## src/rtl/irq_gather_pkg.sv

```systemverilog
package irq_gather_pkg;
  localparam int SRC_N   = 12;
  localparam int REG_W   = 16;
  localparam int OFF_W   = 8;
  localparam logic [OFF_W-1:0] OFF_STATUS = 8'h18;
  localparam logic [OFF_W-1:0] OFF_ENABLE = 8'h1C;
  localparam logic [OFF_W-1:0] OFF_POLAR  = 8'h20;
endpackage

```

## src/rtl/irq_sync.sv

```systemverilog
module irq_sync #(
  parameter int WIDTH  = 13,
  parameter int STAGES = 2
) (
  input  logic             clk,
  input  logic             rst,
  input  logic [WIDTH-1:0] d_in,
  output logic [WIDTH-1:0] d_out
);
  logic [WIDTH-1:0] stage_q [STAGES];

  always_ff @(posedge clk) begin
    if (rst) begin
      for (int i = 0; i < STAGES; i++) stage_q[i] <= '0;
    end else begin
      stage_q[0] <= d_in;
      for (int i = 1; i < STAGES; i++) stage_q[i] <= stage_q[i-1];
    end
  end

  assign d_out = stage_q[STAGES-1];
endmodule

```

## src/rtl/irq_regfile.sv

```systemverilog
module irq_regfile
  import irq_gather_pkg::*;
#(
  parameter int NUM_SRC = SRC_N,
  parameter int DATA_W  = REG_W,
  parameter int ADDR_W  = OFF_W
) (
  input  logic              clk,
  input  logic              rst,
  input  logic              wr_en,
  input  logic              rd_en,
  input  logic [ADDR_W-1:0] addr,
  input  logic [DATA_W-1:0] wr_data,
  input  logic [DATA_W-1:0] status,
  output logic [DATA_W-1:0] en_q,
  output logic [DATA_W-1:0] pol_q,
  output logic [DATA_W-1:0] rd_data
);
  localparam int LOW_W = DATA_W - NUM_SRC;
  localparam logic [DATA_W-1:0] WR_MASK = {{NUM_SRC{1'b1}}, {LOW_W{1'b0}}};

  logic [DATA_W-1:0] rd_sel;

  always_ff @(posedge clk) begin
    if (rst) begin
      en_q  <= '0;
      pol_q <= '0;
    end else if (wr_en) begin
      if (addr == ADDR_W'(OFF_ENABLE)) en_q  <= wr_data & WR_MASK;
      if (addr == ADDR_W'(OFF_POLAR))  pol_q <= wr_data & WR_MASK;
    end
  end

  always_comb begin
    rd_sel = '0;
    if (addr == ADDR_W'(OFF_STATUS)) rd_sel = status;
    if (addr == ADDR_W'(OFF_ENABLE)) rd_sel = en_q;
    if (addr == ADDR_W'(OFF_POLAR))  rd_sel = pol_q;
  end

  always_ff @(posedge clk) begin
    if (rst)        rd_data <= '0;
    else if (rd_en) rd_data <= rd_sel;
  end

  AST_EN_WRITE: assert property (@(posedge clk) disable iff (rst)
    (wr_en && addr == ADDR_W'(OFF_ENABLE)) |=> en_q == ($past(wr_data) & WR_MASK));
  AST_POL_WRITE: assert property (@(posedge clk) disable iff (rst)
    (wr_en && addr == ADDR_W'(OFF_POLAR)) |=> pol_q == ($past(wr_data) & WR_MASK));
  AST_STATUS_WRITE_IGNORED: assert property (@(posedge clk) disable iff (rst)
    (wr_en && addr == ADDR_W'(OFF_STATUS)) |=> ($stable(en_q) && $stable(pol_q)));
  AST_RD_HOLD: assert property (@(posedge clk) disable iff (rst)
    !rd_en |=> $stable(rd_data));
endmodule

```

## src/rtl/irq_combine.sv

```systemverilog
module irq_combine #(
  parameter int NUM_SRC = 12,
  parameter int DATA_W  = 16
) (
  input  logic              clk,
  input  logic              rst,
  input  logic [DATA_W-1:0] status,
  input  logic [DATA_W-1:0] en_q,
  input  logic [DATA_W-1:0] pol_q,
  output logic              irq_out
);
  localparam int LOW_W = DATA_W - NUM_SRC;
  localparam logic [DATA_W-1:0] SRC_MASK = {{NUM_SRC{1'b1}}, {LOW_W{1'b0}}};

  logic [DATA_W-1:0] active;

  assign active = (status ~^ pol_q) & en_q & SRC_MASK;

  always_ff @(posedge clk) begin
    if (rst) irq_out <= 1'b0;
    else     irq_out <= |active;
  end

  AST_IRQ_NEEDS_ENABLE: assert property (@(posedge clk) disable iff (rst)
    (en_q == '0) |=> !irq_out);
  AST_IRQ_ACTIVE_HIGH_LINE: assert property (@(posedge clk) disable iff (rst)
    ((en_q & pol_q & status) != '0) |=> irq_out);
endmodule

```

## src/rtl/irq_gather.sv

```systemverilog
module irq_gather
  import irq_gather_pkg::*;
#(
  parameter int NUM_SRC     = SRC_N,
  parameter int DATA_W      = REG_W,
  parameter int ADDR_W      = OFF_W,
  parameter int SYNC_STAGES = 2
) (
  input  logic               clk,
  input  logic               rst,
  input  logic [NUM_SRC-1:0] src_in,
  input  logic               wake_in,
  input  logic               wr_en,
  input  logic               rd_en,
  input  logic [ADDR_W-1:0]  addr,
  input  logic [DATA_W-1:0]  wr_data,
  output logic [DATA_W-1:0]  rd_data,
  output logic               irq_out
);
  localparam int RSV_W = DATA_W - NUM_SRC - 1;

  logic [NUM_SRC:0]  sync_lvl;
  logic [DATA_W-1:0] status;
  logic [DATA_W-1:0] en_q;
  logic [DATA_W-1:0] pol_q;

  irq_sync #(.WIDTH(NUM_SRC + 1), .STAGES(SYNC_STAGES)) u_sync (
    .clk   (clk),
    .rst   (rst),
    .d_in  ({src_in, wake_in}),
    .d_out (sync_lvl)
  );

  assign status = {sync_lvl[NUM_SRC:1], {RSV_W{1'b0}}, sync_lvl[0]};

  irq_regfile #(.NUM_SRC(NUM_SRC), .DATA_W(DATA_W), .ADDR_W(ADDR_W)) u_regs (
    .clk     (clk),
    .rst     (rst),
    .wr_en   (wr_en),
    .rd_en   (rd_en),
    .addr    (addr),
    .wr_data (wr_data),
    .status  (status),
    .en_q    (en_q),
    .pol_q   (pol_q),
    .rd_data (rd_data)
  );

  irq_combine #(.NUM_SRC(NUM_SRC), .DATA_W(DATA_W)) u_comb (
    .clk     (clk),
    .rst     (rst),
    .status  (status),
    .en_q    (en_q),
    .pol_q   (pol_q),
    .irq_out (irq_out)
  );

  AST_WAKE_ONLY_QUIET: assert property (@(posedge clk) disable iff (rst)
    (((status ~^ pol_q) & en_q) == '0) |=> !irq_out);
endmodule

```

## config.mk

```make
export PLATFORM = sky130hd
export DESIGN_NAME = irq_gather
export DESIGN_NICKNAME = d
export VERILOG_FILES = /design/src/rtl/irq_gather_pkg.sv /design/src/rtl/irq_sync.sv /design/src/rtl/irq_regfile.sv /design/src/rtl/irq_combine.sv /design/src/rtl/irq_gather.sv
export SDC_FILE = /design/constraint.sdc
export NUM_CORES = 1
export LEC_CHECK = 0
export ABC_AREA = 1
export BUFFER_PORTS_ARGS = -buffer_cell sky130_fd_sc_hd__buf_2
export CELL_PAD_IN_SITES_DETAIL_PLACEMENT = 0
export CELL_PAD_IN_SITES_GLOBAL_PLACEMENT = 1
export CORE_AREA = 2 2 93 95
export CTS_CLUSTER_DIAMETER = 50
export DETAILED_ROUTE_END_ITERATION = 16
export DIE_AREA = 0 0 95 97
export GPL_TIMING_DRIVEN = 1
export HOLD_SLACK_MARGIN = 0.06
export PLACE_DENSITY_LB_ADDON = 0.1
export SETUP_SLACK_MARGIN = 0.3
export SLEW_MARGIN = 20
export SYNTH_ARGS = -nofsm -noshare
export SYNTH_HDL_FRONTEND = slang
export SYNTH_HIERARCHICAL = 1
export SYNTH_SLANG_ARGS = --single-unit
```

## constraint.sdc

```tcl
create_clock -name clk -period 1.2 [get_ports clk]
set_input_delay 0.12 -clock clk [delete_from_list [all_inputs] [get_ports clk]]
set_output_delay 0.12 -clock clk [all_outputs]
set_load 0.05 [all_outputs]
```

# Yosys cells after proc, flatten, opt, wreduce, memory -nomap -nowiden
# Memories as Yosys holds them, arrays and structs flattened.
# Index checks and enable logic that the tools add are counted.
[op_classes]
eq_ne = 3
n_mux = 8
n_bitwise = 4
n_reduce_logical = 3
[op_table]
columns = ["cell", "count"]
rows = [
  ["two-way mux 16 bit", 3],
  ["two-way mux 13 bit", 2],
  ["bitwise AND 16 bit", 1],
  ["equality test 8 x 5 -> 1 bit (second input constant)", 2],
  ["XNOR 16 bit", 1],
  ["OR reduction 12 bit", 1],
  ["equality test 8 x 6 -> 1 bit (second input constant)", 1],
  ["AND reduction 2 bit", 2],
  ["two-way mux 1 bit", 3],
  ["bitwise OR 1 bit", 2],
]
[totals]
ff_bits = 41
ramBits = 26
input_bits = 41
output_inout_bits = 17
mem_count = 1
[memory_table]
columns = ["name", "words", "word_bits", "read_ports", "rd_clocked_by_memory_dff", "wr", "line", "source"]
rows = [
  ["u_sync.stage_q", 2, 13, 2, 0, 2, "irq_sync.sv:10", "logic [WIDTH-1:0] stage_q [STAGES];"],
]

# Longest topological paths before layout
[depth]
ltp_word = 4
ltp_mapped = 9
depth_no_buf = 8

# Modules after synthesis
# Netlist, hierarchy kept.
[by_module_without_submodules]
columns = ["mod", "instances", "cells_each", "area_each_um2", "seq_area_each_um2"]
rows = [
  ["irq_regfile", 1, 272, 1960.6, 800.8],
  ["irq_sync", 1, 94, 849.6, 520.5],
  ["irq_combine", 1, 73, 327.8, 20.0],
  ["irq_gather", 1, 1, 3.8, 0.0],
]

# Least setup slack after synthesis
# Ideal clock, no wire load.
[synth_path]
path_type = "in2reg"
startpoint = "input addr[5]"
endpoint = "register u_regs.en_q[10]"
setup_ps = 132
arrival_time_ps = 855
path_slack_ps = 212
stages = 7
cell_sequence = "inv_1 nand2_2 nor2_4 nand2_2 clkbuf_1 o21ai_0 a21oi_1"
[synth_between]
elab_chain_len = 2
[synth_rtl]
columns = ["item", "line", "source"]
rows = [
  ["start, declared", "irq_gather.sv:15", "input logic [ADDR_W-1:0] addr,"],
  ["equality test 8 x 5 -> 1 bit", "irq_regfile.sv:29", "if (addr == ADDR_W'(OFF_ENABLE)) en_q <= wr_data & WR_MASK;"],
  ["AND reduction 2 bit (no source line)", "--", ""],
  ["end signal, assigned", "irq_regfile.sv:29", ""],
  ["end, declared", "irq_regfile.sv:15", "output logic [DATA_W-1:0] en_q,"],
]
# No other way between the ends.
# A chain may end at the register's enable or synchronous reset.

==> results.yml <==
placement:
  numPlacedInstances: 577
  dpl_cell_area_um2: 3527
  port_buffer_cells: 53
  dpl.hpwl_mm: 5.195
  place.gp.congestion: 0.7733
critical_path:
  cp.arrival_ns: 1.23
  cp_max_fo: 3
  timing.setup.critical_path_class: "reg2reg"
  crit_path_launch_type: "flip-flop"
  cp_data_required_time_ns: 1.43
  critPathCaptureType: "flip-flop"
  cp_slowest_cell: "sky130_fd_sc_hd__dfxtp_2"
  path_cells: "nand2_2 -> nand3_2 -> nand2_2 -> nor2_4 -> nand3_2 -> nand2_1 -> inv_1"
  max_stage_delay_ns: 0.38
  cp.buffers_inverters: 1
  critical_path.top_delay_family: "simple AND/OR/NAND/NOR gates"
global_routing:
  first_global_vias: 2622
  track_usage: 0.1779
  antenna_found_initial: 0
  grt.overflow.total: 0
  grt_start_max_net_pins: 51
  global_route_wire_length_before_repair_mm: 12.77
clock_tree:
  worst_setup_hold_path_clk_slew_ns: 0.07
  cts_num_sinks: 67
  htreeDepth: 3
  tritoncts: "built"
  clk_path_buf_depth: 2
  worstSkewPairLatency_ns: 0.34
  cts_root_buffer: "sky130_fd_sc_hd__clkbuf_8"
  cts-buffers-inserted: 9
drt:
  detail-route-antenna-nets: 0
  drc_errors: 0
  vias: 2910
  dr.first_iter.drc_count: 149
  post_drt_wl_per_cell_um: 13.51
  vias_per_cell: 4.626
  dr.pass1.iters: 4
  postRouteWirelength_mm: 8.499
power_and_ir_drop:
  leakagePower_nw: 1.837
  p_per_area_nw_per_um2: 1078
  ir_drop_mv: 0.6977
timing:
  finalHoldViolCount: 0
  max_clock_freq_mhz: 1003
  final-setup-viol-count: 0
  finalClockSkew_ns: 0.008328
  post-route-min-period_ns: 0.9970
  rsz_0062_raised_after_global_routing: "true"
  final_max_slew_viol_count: 0
  finalCritPeriodShare: 0.8309
cells_and_area:
  drive_gt1_frac: 0.3912
  total_non_filler_cell_area_in_the_finished_layout_um2: 4429
  n_antenna_cell: 0
  layout.nets: 560
  finish.cell_count_without_fillers: 629
  area_growth_syn_to_layout_pct: 43.90
  fillers: 782
logic_synthesis:
  synth_area_per_cell_um2: 7.141
  number_of_warnings_issued_by_yosys: 6
  post_synth_inst_count: 431
  synth_area_um2: 3078
floorplan:
  pin_count: 58
  floorplan.die.height_um: 97
  initial_core_util: 0.3784
  std_cell_rows: 33
  die_area_um2: 9215
  die_w_um: 95
  core-area_um2: 8134
min_path:
  min-delay-path-class: "in2reg"
flow_run:
  cap_viol_max_count: 0
status:
  status: "finished clean"
placed cells by master (no fill, tap or decap), drive strengths merged:
cell and n:
buf 78, o21ai 17, nor3 4, nor2 54, clkinv 2, dfxtp 67, a21oi 40, dlygate4sd3 27
nand2 82, a211oi 9, clkinvlp 1, inv 72, nand3 53, conb 3, clkbuf 13, bufinv 2
power breakdown:
part           leakage [nW]  switching (mW)  total, mW  internal [mW]
clock network         0.103           0.864       2.03           1.17
registers             0.564          0.0282       2.30           2.27
logic                  1.17           0.244      0.445          0.201
flip-flops by register name, indices dropped and copies added (netlist names):
register / cells
u_regs/pol_q: 12
u_comb/irq_out: 1
u_regs/rd_data: 16
u_regs/en_q: 12
u_sync/stage_q: 26
metrics by stage:
step / util / setup slack (ns) / hold WS, ns / TNS, ns / power [mW]
4_1_cts: 0.5119 / 0.1589 / 0.09181 / 0 / 4.807
3_3_place_gp: 0.4336 / -0.01720 / 0.3207 / -0.1146 / 2.688
6_report: 0.5445 / 0.2030 / 0.1107 / 0 / 4.777
2_1_floorplan: - / 0.2567 / 0.2270 / 0 / 2.562
3_5_place_dp: 0.4336 / -0.03843 / 0.3249 / -0.3351 / 2.690
5_1_grt: 0.5445 / 0.1173 / 0.1211 / 0 / 5.005
final timing paths:
kind	slack, ns	end	startpoint	cells past startpoint
worst min-delay path	0.11	u_regs/rd_data[1]	rd_en	2
worst min register to register	0.40	u_sync/stage_q[0][15]	u_sync/stage_q[0][2]	2
worst max register to register	0.20	u_comb/irq_out	u_sync/stage_q[0][18]	7
worst max-delay path	0.20	u_comb/irq_out	u_sync/stage_q[0][18]	7
metal layers:
layer,share of wire,vias up,GRT usage
li1,-,1518,-
met1,0.50,1318,0.2506
met2,0.46,70,0.2733
met3,0.035,4,0.04206
met4,0.0066,0,0.04348
met5,0,-,0
what timing repair did:
| action | CTS | global route |
|---|---|---|
| hold buffers | 27 | 0 |
| setup buffers | 1 | 4 |
| hold endpoints to repair | 29 | 0 |
| endpoints found under the setup margin | 18 | 37 |
| gates resized for setup | 56 | 69 |
| pin swaps | 3 | 14 |
| cloned | 0 | 4 |
final cells by class:
cell class,instances,area (um2),share of cell area
Multi-Input combinational cell,262,1421,0.3209
Sequential cell,67,1390,0.3138
Timing Repair Buffer,107,997.2,0.2251
Inverter,72,280.3,0.06328
Clock buffer,11,131.4,0.02966
Tap cell,105,131.4,0.02966
Clock inverter,5,77.57,0.01751
Power figures use the tool's default switching activity.
